==> src/rtl/spur_pkg.sv <==
package spur_pkg;
  typedef enum logic {
    DIR_RD = 1'b0,
    DIR_WR = 1'b1
  } xdir_e;

  // Controls after forcing the floating-input cases to their inactive level.
  typedef struct packed {
    logic hold;    // bus granted away
    logic dtr;     // direction request, 1 = write
    logic den;     // data enable, active high
    logic spur;    // spur addressed
    logic access;  // any strobe or enable active
  } ctl_s;
endpackage

==> src/rtl/spur_ctl_sanitize.sv <==
module spur_ctl_sanitize
  import spur_pkg::*;
(
  input  logic hold_ack,
  input  logic dtr,
  input  logic den_n,
  input  logic rd_n,
  input  logic wr_n,
  input  logic spur_cs_n,
  output ctl_s ctl
);
  always_comb begin
    ctl.hold   = hold_ack;
    // Floating controls read as pulled up: dtr high, enables inactive.
    ctl.dtr    = hold_ack | dtr;
    ctl.den    = ~hold_ack & ~den_n;
    ctl.spur   = ~hold_ack & ~spur_cs_n;
    ctl.access = ~hold_ack & (~rd_n | ~wr_n | ~den_n);
  end
endmodule

==> src/rtl/spur_addr_decode.sv <==
module spur_addr_decode
  import spur_pkg::*;
#(
  parameter int ADDR_W  = 8,
  parameter int NPER    = 2,
  parameter int SEL_LSB = 1
) (
  input  logic              clk,
  input  logic              rst_n,
  input  ctl_s              ctl,
  input  logic [ADDR_W-1:0] addr,
  output logic [NPER-1:0]   per_cs_n
);
  localparam int SEL_W = (NPER > 1) ? $clog2(NPER) : 1;

  logic [SEL_W-1:0] sel_field;
  logic             hit;

  assign sel_field = addr[SEL_LSB +: SEL_W];
  assign hit       = ctl.spur & ctl.access;

  for (genvar g = 0; g < NPER; g++) begin : g_cs
    logic cs_q;
    always_ff @(posedge clk or negedge rst_n) begin
      if (!rst_n) cs_q <= 1'b0;
      else        cs_q <= hit && (sel_field == SEL_W'(g));
    end
    assign per_cs_n[g] = ~cs_q;
  end

  AST_CS_ONE_AT_MOST: assert property (@(posedge clk) disable iff (!rst_n)
    $onehot0(~per_cs_n)) else $error("chip select overlap");

  AST_CS_OFF_IN_HOLD: assert property (@(posedge clk) disable iff (!rst_n)
    ctl.hold |=> (&per_cs_n)) else $error("chip select during hold");
endmodule

==> src/rtl/spur_dir_guard.sv <==
module spur_dir_guard
  import spur_pkg::*;
#(
  parameter int HOLD_CYC = 2
) (
  input  logic clk,
  input  logic rst_n,
  input  ctl_s ctl,
  output logic xcvr_dir,
  output logic xcvr_oe_n
);
  localparam int GW = $clog2(HOLD_CYC + 1);

  xdir_e         dir_q;
  logic          oe_q;
  logic          oe_nx;
  logic [GW-1:0] guard_q;

  // Enable only when the request matches the direction already set.
  assign oe_nx = ctl.den & ctl.spur & (xdir_e'(ctl.dtr) == dir_q);

  always_ff @(posedge clk or negedge rst_n) begin
    if (!rst_n) begin
      dir_q   <= DIR_WR;
      oe_q    <= 1'b0;
      guard_q <= '0;
    end else begin
      oe_q <= oe_nx;
      if (!oe_q && guard_q == '0)
        dir_q <= xdir_e'(ctl.dtr);
      if (oe_q && !oe_nx && dir_q == DIR_RD)
        guard_q <= GW'(HOLD_CYC);
      else if (oe_nx)
        guard_q <= '0;
      else if (guard_q != '0)
        guard_q <= guard_q - 1'b1;
    end
  end

  assign xcvr_dir  = dir_q;
  assign xcvr_oe_n = ~oe_q;

  AST_DIR_FROZEN_WHEN_ON: assert property (@(posedge clk) disable iff (!rst_n)
    (oe_q && $past(oe_q)) |-> (dir_q == $past(dir_q))) else $error("direction moved while enabled");

  AST_GUARD_HOLDS_DIR: assert property (@(posedge clk) disable iff (!rst_n)
    (guard_q != '0) |=> (dir_q == $past(dir_q))) else $error("direction moved in turnaround");

  AST_GUARD_AFTER_READ: assert property (@(posedge clk) disable iff (!rst_n)
    (oe_q && !oe_nx && dir_q == DIR_RD) |=> (guard_q != '0)) else $error("turnaround not armed");
endmodule

==> src/rtl/spur_xcvr_ctrl.sv <==
module spur_xcvr_ctrl
  import spur_pkg::*;
#(
  parameter int ADDR_W   = 8,
  parameter int NPER     = 2,
  parameter int SEL_LSB  = 1,
  parameter int HOLD_CYC = 2
) (
  input  logic              clk,
  input  logic              rst_n,
  input  logic              hold_ack,
  input  logic              dtr,
  input  logic              den_n,
  input  logic              rd_n,
  input  logic              wr_n,
  input  logic              spur_cs_n,
  input  logic [ADDR_W-1:0] addr,
  output logic              xcvr_dir,
  output logic              xcvr_oe_n,
  output logic [NPER-1:0]   per_cs_n
);
  ctl_s ctl;

  spur_ctl_sanitize i_sanitize (
    .hold_ack  (hold_ack),
    .dtr       (dtr),
    .den_n     (den_n),
    .rd_n      (rd_n),
    .wr_n      (wr_n),
    .spur_cs_n (spur_cs_n),
    .ctl       (ctl)
  );

  spur_dir_guard #(.HOLD_CYC(HOLD_CYC)) i_dir (
    .clk       (clk),
    .rst_n     (rst_n),
    .ctl       (ctl),
    .xcvr_dir  (xcvr_dir),
    .xcvr_oe_n (xcvr_oe_n)
  );

  spur_addr_decode #(.ADDR_W(ADDR_W), .NPER(NPER), .SEL_LSB(SEL_LSB)) i_dec (
    .clk      (clk),
    .rst_n    (rst_n),
    .ctl      (ctl),
    .addr     (addr),
    .per_cs_n (per_cs_n)
  );

  AST_OE_NEEDS_DEN: assert property (@(posedge clk) disable iff (!rst_n)
    !xcvr_oe_n |-> $past(!den_n && !spur_cs_n && !hold_ack)) else $error("enable without request");

  AST_HOLD_DISABLES: assert property (@(posedge clk) disable iff (!rst_n)
    hold_ack |=> xcvr_oe_n) else $error("enabled during hold");
endmodule

==> config.mk <==
export PLATFORM = sky130hd
export DESIGN_NAME = spur_xcvr_ctrl
export DESIGN_NICKNAME = d
export VERILOG_FILES = /design/src/rtl/spur_pkg.sv /design/src/rtl/spur_ctl_sanitize.sv /design/src/rtl/spur_addr_decode.sv /design/src/rtl/spur_dir_guard.sv /design/src/rtl/spur_xcvr_ctrl.sv
export SDC_FILE = /design/constraint.sdc
export NUM_CORES = 1
export LEC_CHECK = 0
export BUFFER_PORTS_ARGS = -buffer_cell sky130_fd_sc_hd__clkbuf_2
export CAP_MARGIN = 15
export CORE_AREA = 2 2 39 41
export DETAILED_ROUTE_END_ITERATION = 8
export DIE_AREA = 0 0 41 43
export PLACE_DENSITY = 0.48
export SETUP_SLACK_MARGIN = 0.1
export SLEW_MARGIN = 40
export SYNTH_ARGS = -nofsm -noshare
export SYNTH_HDL_FRONTEND = slang
export SYNTH_SLANG_ARGS = --single-unit
==> constraint.sdc <==
create_clock -name clk -period 1.1 [get_ports clk]
set_input_delay 0.055 -clock clk [delete_from_list [all_inputs] [get_ports clk]]
set_output_delay 0.055 -clock clk [all_outputs]
set_load 0.05 [all_outputs]
==> results of run 1 <==
worst paths after layout:
| check | from | end | slack, ps | cells past startpoint |
|---|---|---|---|---|
| worst max-delay path | i_dir.xcvr_dir$_DFFE_PN1P_ | xcvr_dir | -80 | 2 |
| worst min-delay path | den_n | i_dir.oe_q$_DFF_PN0_ | 20 | 2 |
| worst max register to register | i_dir.xcvr_dir$_DFFE_PN1P_ | i_dir.guard_q[0]$_DFFE_PN0P_ | -40 | 5 |
| worst min register to register | i_dir.guard_q[0]$_DFFE_PN0P_ | i_dir.guard_q[0]$_DFFE_PN0P_ | 640 | 4 |
| max in group asynchronous | rst_n | i_dir.xcvr_dir$_DFFE_PN1P_ | 710 | 2 |
| min in group asynchronous | rst_n | i_dir.oe_q$_DFF_PN0_ | 170 | 2 |
layout by cell type (no fill, tap or decap):
cell / instances
nor2_1: 1
xor2_2: 1
nor2b_1: 1
a31oi_1: 1
a311oi_1: 1
mux2_4: 1
a21oi_1: 1
clkinvlp_4: 1
nor4_4: 1
a21oi_2: 1
nor2_2: 1
dlygate4sd3_1: 2
buf_2: 2
buf_6: 1
clkbuf_16: 2
clkbuf_2: 8
ha_4: 1
dfstp_4: 1
xnor2_1: 1
clkbuf_1: 1
nand2_2: 1
clkbuf_4: 3
and2_1: 1
buf_4: 8
nand2b_4: 1
inv_1: 4
dfrtp_1: 5
cells by family after synthesis:
group,after synthesis
and+or+nand+nor,7
DFF,6
buffers and inverters,5
AOI/OAI and AO/OA,4
xor gates and xnor gates,2
muxes,1
adders and majority gates,1
per-stage QoR:
step                TNS [ps]  instance area [um^2]  hold slack, ps  utilization (%)
floorplan               -187                   315            -241                -
global placement       -46.2                   425            -112             30.7
detailed placement     -42.5                   425            -109             30.7
CTS                     -172                   566            10.4             40.9
global route            -361                   573            10.7             41.4
finish                  -147                   573            18.4             41.4
synth_stat cells:
| library cell | n |
|---|---|
| ha_1 | 1 |
| xnor2_1 | 1 |
| a311oi_1 | 1 |
| dfstp_2 | 1 |
| nand2_1 | 1 |
| nor2_2 | 1 |
| nand2b_2 | 1 |
| nor2b_1 | 1 |
| and2_1 | 1 |
| nor2_1 | 1 |
| dfrtp_1 | 5 |
| a31oi_1 | 1 |
| a21oi_1 | 1 |
| a21oi_2 | 1 |
| inv_1 | 5 |
| xor2_1 | 1 |
| nor4_4 | 1 |
| mux2_4 | 1 |
layer usage:
metal	track usage, %	vias to the layer above
li1	-	137
met1	12.0	125
met2	12.5	9
met3	3.66	2
met4	10.0	0
met5	0	-
registers in the layout (all words and copies together), names as in the netlist:
register	flops
i_dir.guard_q	2
i_dec.g_cs.cs_q	2
i_dir.xcvr_dir	1
i_dir.oe_q	1
power breakdown:
part	total (W)	internal, W	switching [W]
combinational	0.000854	0.000508	0.000346
sequential	0.000347	0.000310	0.0000364
clock	0.000222	0.000138	0.0000839
worst max-delay path: cells and delay by family, from the launching register on:
| family | cells | cell delay (ps) |
|---|---|---|
| buffers and inverters | 2 | 250 |
| flip-flops | 1 | 630 |
timing repair:
action / 4_1_cts / 5_1_grt
hold buffers: 2 / 0
buffers inserted: 4 / 1
endpoints found under the setup margin: 6 / 8
pin swaps: 1 / 0
gates resized for setup: 11 / 2
endpoints found under the hold margin: 7 / 0
final cells by class:
type / instances / share of cell area, %
Multi-Input combinational cell: 15 / 27.5
Tap cell: 16 / 3.49
Timing Repair Buffer: 23 / 33.4
Sequential cell: 6 / 27.1
Inverter: 5 / 3.93
Clock buffer: 4 / 4.59
==> impl_metrics.json, run 1 <==
{
  "grt_first_pass_wirelength_mm": 1.10,
  "htreeDepth": 1,
  "critical_path_peak_fanout": 2,
  "antenna_cells": 0,
  "synth_adder_area_share_pct": 4.17,
  "antenna_found_initial": 0,
  "dr_wl_met2_um": 318,
  "status": "finished, violations left",
  "dr.max_layer_used": "met4",
  "gp_congestion": 0.600,
  "vias_per_cell": 3.96,
  "ys_seq_area_share_pct": 50.4,
  "end_kind": "output pin",
  "ys_types": 18,
  "failed_checks": "setup timing",
  "grt.total_usage_pct": 9.95,
  "setup_slack_ps": -84.1,
  "period_share_pct": 108,
  "hold_viol": 0,
  "power_density_nw_per_um2": 2480,
  "wl_per_cell_um": 8.59,
  "yosys.area_share.simple_pct": 18.8,
  "io_buffers": 12,
  "grt_max_degree": 7,
  "routed_wl_um": 593,
  "dp_hpwl_um": 412,
  "clk_latency_ps": 250,
  "critPathMaxStageDelay_ps": 630,
  "setup_viol": 3,
  "synth_mux_area_share_pct": 5.00,
  "cts_inserted_buffers": 3,
  "layout.nets": 71,
  "grt_overflow": 0,
  "vias": 273,
  "route.met3.wl_um": 23,
  "initial_core_util_pct": 21.7,
  "maxCapViolCount": 0,
  "die_area_um2": 1760,
  "grt_pass1_vias": 274,
  "drc": 0,
  "cts-root-buf": "clkbuf_4",
  "syn_to_final_growth_pct": 90.8,
  "finalMaxSlewViolations": 0,
  "crit_chain": "buf_6 -> clkbuf_16",
  "fillers": 141,
  "crit_type": "register to output pin",
  "synthCells": 26,
  "synth_area_leaders": "dfrtp_1 (42%), dfstp_2 (8.8%), nor4_4 (7.1%), inv_1 (6.3%), mux2_4 (5.0%)",
  "final_layout_size_suffix_gt1_share_pct": 64.2,
  "max_freq_ghz": 0.845,
  "relSlewSlack_pct": 80.5,
  "hp-class": "input port to register",
  "clk_pin_slew_ps": 50,
  "io_pins": 20,
  "wl_met1_um": 242,
  "fin_worst_skew_ps": 8.16,
  "required_ps": 1040,
  "core_um2": 1380,
  "die_x_um": 41,
  "drtPass1Iterations": 1,
  "cts_tree": "built",
  "multi_input_area_um2": 158,
  "clk_path_buf_depth": 2,
  "power_leakage_nw": 0.274,
  "synth_top_family_by_area": "simple AND/OR/NAND/NOR gates",
  "die_y_um": 43,
  "postRouteAntennaNets": 0,
  "rows": 14,
  "netlist.area_leader.share_pct": 41.7,
  "netlist_area_um2": 300,
  "rsz0062_at_grt": "true",
  "ys_warn_count": 0,
  "ir_worst_vdd_v": 0.000986,
  "finalCriticalPeriod_ps": 1180,
  "syn_avg_cell_area_um2": 11.5,
  "post-place-ws_ps": -34.6,
  "dr.first_iter.drc_count": 0,
  "numClockSinks": 6,
  "cpMaxStageDelayCell": "dfstp_4",
  "critPathArrivalTime_ps": 1130,
  "regArea_um2": 155,
  "synth_top_area_cell": "dfrtp_1",
  "startpoint_type": "register",
  "synth_compound_area_share_pct": 9.58,
  "p_total_w": 0.00142,
  "place_inst": 58,
  "synth-xor-area-share_pct": 5.83,
  "synth_nets": 43,
  "tightestPinTransition_ps": 291,
  "ys_ff_latch": 6,
  "stdcell_count": 69
}
(Power assumes the default switching activity.)
==> run 2: changes to the inputs <==
--- a/config.mk
+++ b/config.mk
@@ -10,9 +10,10 @@
 export CORE_AREA = 2 2 39 41
 export DETAILED_ROUTE_END_ITERATION = 8
 export DIE_AREA = 0 0 41 43
-export PLACE_DENSITY = 0.48
+export PLACE_DENSITY = 0.49
 export SETUP_SLACK_MARGIN = 0.1
 export SLEW_MARGIN = 40
 export SYNTH_ARGS = -nofsm -noshare
 export SYNTH_HDL_FRONTEND = slang
+export SYNTH_HIERARCHICAL = 1
 export SYNTH_SLANG_ARGS = --single-unit
==> impl_metrics.json, run 2 <==
{
  "max_freq_ghz": 0.930,
  "grt.total_usage_pct": 9.63,
  "relSlewSlack_pct": 83.6,
  "vias_per_cell": 4.08,
  "worstHoldPathCells": 2,
  "stdcell_count": 66,
  "reg2reg_setup_slack_ps": 20,
  "min_to": "i_dec/g_cs[1].cs_q$_DFF_PN0_",
  "antenna_cells": 0,
  "numClockSinks": 6,
  "power_density_nw_per_um2": 2570,
  "ir_worst_vdd_v": 0.00103,
  "die_y_um": 43,
  "cts-root-buf": "clkbuf_4",
  "setup_viol": 0,
  "die_x_um": 41,
  "wl_per_cell_um": 8.80,
  "dr.first_iter.drc_count": 1,
  "reg2reg_depth": 4,
  "final_core_util_pct": 37.2,
  "critical_path_peak_fanout": 2,
  "final_common_cell": "clkbuf_2",
  "top_regs": "i_dec/g_cs.cs_q (2), i_dir/guard_q (2)",
  "power_leakage_nw": 0.254,
  "io_buffers": 12,
  "crit_type": "register to register",
  "rsz0062_at_grt": "true",
  "maxCapViolCount": 0,
  "period_share_pct": 97.8,
  "grt_overflow": 0,
  "clk_pin_slew_ps": 50,
  "postRouteAntennaNets": 0,
  "grt_pass1_vias": 277,
  "synth_nets": 45,
  "ys_warn_count": 6,
  "antenna_found_initial": 0,
  "drc": 0,
  "syn_to_final_growth_pct": 69.1,
  "clk_path_buf_depth": 2,
  "cts_tree": "built",
  "hp-start": "addr[1]",
  "place_inst": 58,
  "syn_avg_cell_area_um2": 10.9,
  "grt_first_pass_wirelength_mm": 1.01,
  "layout.nets": 68,
  "clk_latency_ps": 240,
  "status": "complete, no violations",
  "hp-class": "input port to register",
  "dp_hpwl_um": 426,
  "timing.rr.end": "i_dir/guard_q[1]$_DFFE_PN0P_",
  "startpoint_type": "register",
  "end_kind": "register",
  "drtPass1Iterations": 2,
  "synthCells": 28,
  "htreeDepth": 1,
  "die_area_um2": 1760,
  "core_um2": 1380,
  "finalMaxSlewViolations": 0,
  "layout_common_cells": "clkbuf_2 (8), dfrtp_1 (5), buf_4 (5)",
  "vias": 269,
  "tightestPinTransition_ps": 247,
  "gp_congestion": 0.664,
  "rows": 14,
  "setup_slack_ps": 24.4,
  "grt_max_degree": 7,
  "critPathArrivalTime_ps": 1250,
  "hold_viol": 0,
  "routed_wl_um": 581,
  "finalCriticalPeriod_ps": 1080,
  "post-place-ws_ps": -22.1,
  "netlist_area_um2": 304,
  "required_ps": 1280,
  "initial_core_util_pct": 22.0,
  "r2r-start": "i_dir/guard_q[1]$_DFFE_PN0P_",
  "cts_inserted_buffers": 3,
  "io_pins": 20,
  "final_layout_size_suffix_gt1_share_pct": 68.0,
  "fin_worst_skew_ps": 1.55
}
run 2: metrics by stage:
step                      power [W]  hold WS (ps)  instance area (um^2)  TNS (ps)
after detailed placement   0.000905          -108                   407     -27.2
after global placement     0.000900          -111                   407     -33.7
after global routing        0.00144          57.9                   514     -57.1
after floorplan            0.000772          -241                   312      -195
after CTS                   0.00132          63.4                   503         0
final                       0.00132          72.2                   514         0
run 2: how the worst max path moves through the flow:
stage | from | endpoint | cells past startpoint
3_3_place_gp | i_dir/guard_q[0]$_DFFE_PN0P_ | i_dir/guard_q[0]$_DFFE_PN0P_ | 6
5_1_grt | i_dir/guard_q[0]$_DFFE_PN0P_ | i_dir/guard_q[1]$_DFFE_PN0P_ | 4
4_1_cts | i_dir/guard_q[1]$_DFFE_PN0P_ | i_dir/guard_q[1]$_DFFE_PN0P_ | 4
2_1_floorplan | i_dir/xcvr_dir$_DFFE_PN1P_ | i_dir/guard_q[1]$_DFFE_PN0P_ | 3
6_report | i_dir/guard_q[1]$_DFFE_PN0P_ | i_dir/guard_q[1]$_DFFE_PN0P_ | 4
3_5_place_dp | i_dir/guard_q[0]$_DFFE_PN0P_ | i_dir/guard_q[1]$_DFFE_PN0P_ | 4
run 2: cell type report:
| class | count | area, um^2 |
|---|---|---|
| flip-flops and latches | 6 | 151 |
| clock buffers | 4 | 26.3 |
| well taps | 16 | 20.0 |
| repair buffers | 18 | 129 |
| multi-input cells | 17 | 165 |
| inverters | 5 | 22.5 |
| fillers | 146 | 870 |
run 2: layer usage:
layer	up-vias	GRT usage (%)	share of wire (%)	wire length [um]
li1	138	-	-	-
met1	119	9.60	40	235
met2	10	13.1	52	300
met3	2	1.57	4.3	25
met4	0	14.0	3.3	19
met5	-	0	0	0
run 2: worst max-delay path, stage by stage (launching register included):
cell	delay (ps)
dfrtp_1	360
inv_2	80
ha_4	190
mux2_4	270
a21oi_2	110
run 2: where the power goes:
part	total, W	leakage (nW)	switching, W	internal [W]
Combinational	0.000741	0.164	0.000303	0.000438
Sequential	0.000359	0.0753	0.0000558	0.000303
Clock	0.000221	0.0150	0.0000835	0.000138
Total	0.00132	0.254	0.000443	0.000879
run 2: repair_timing:
item                                    4_1_cts  5_1_grt
pin swaps                                     2        3
endpoints found under the hold margin         6        0
resized for setup                             9        5
hold buffers                                  1        0
setup buffers                                 3        0
endpoints found under the setup margin        5        7
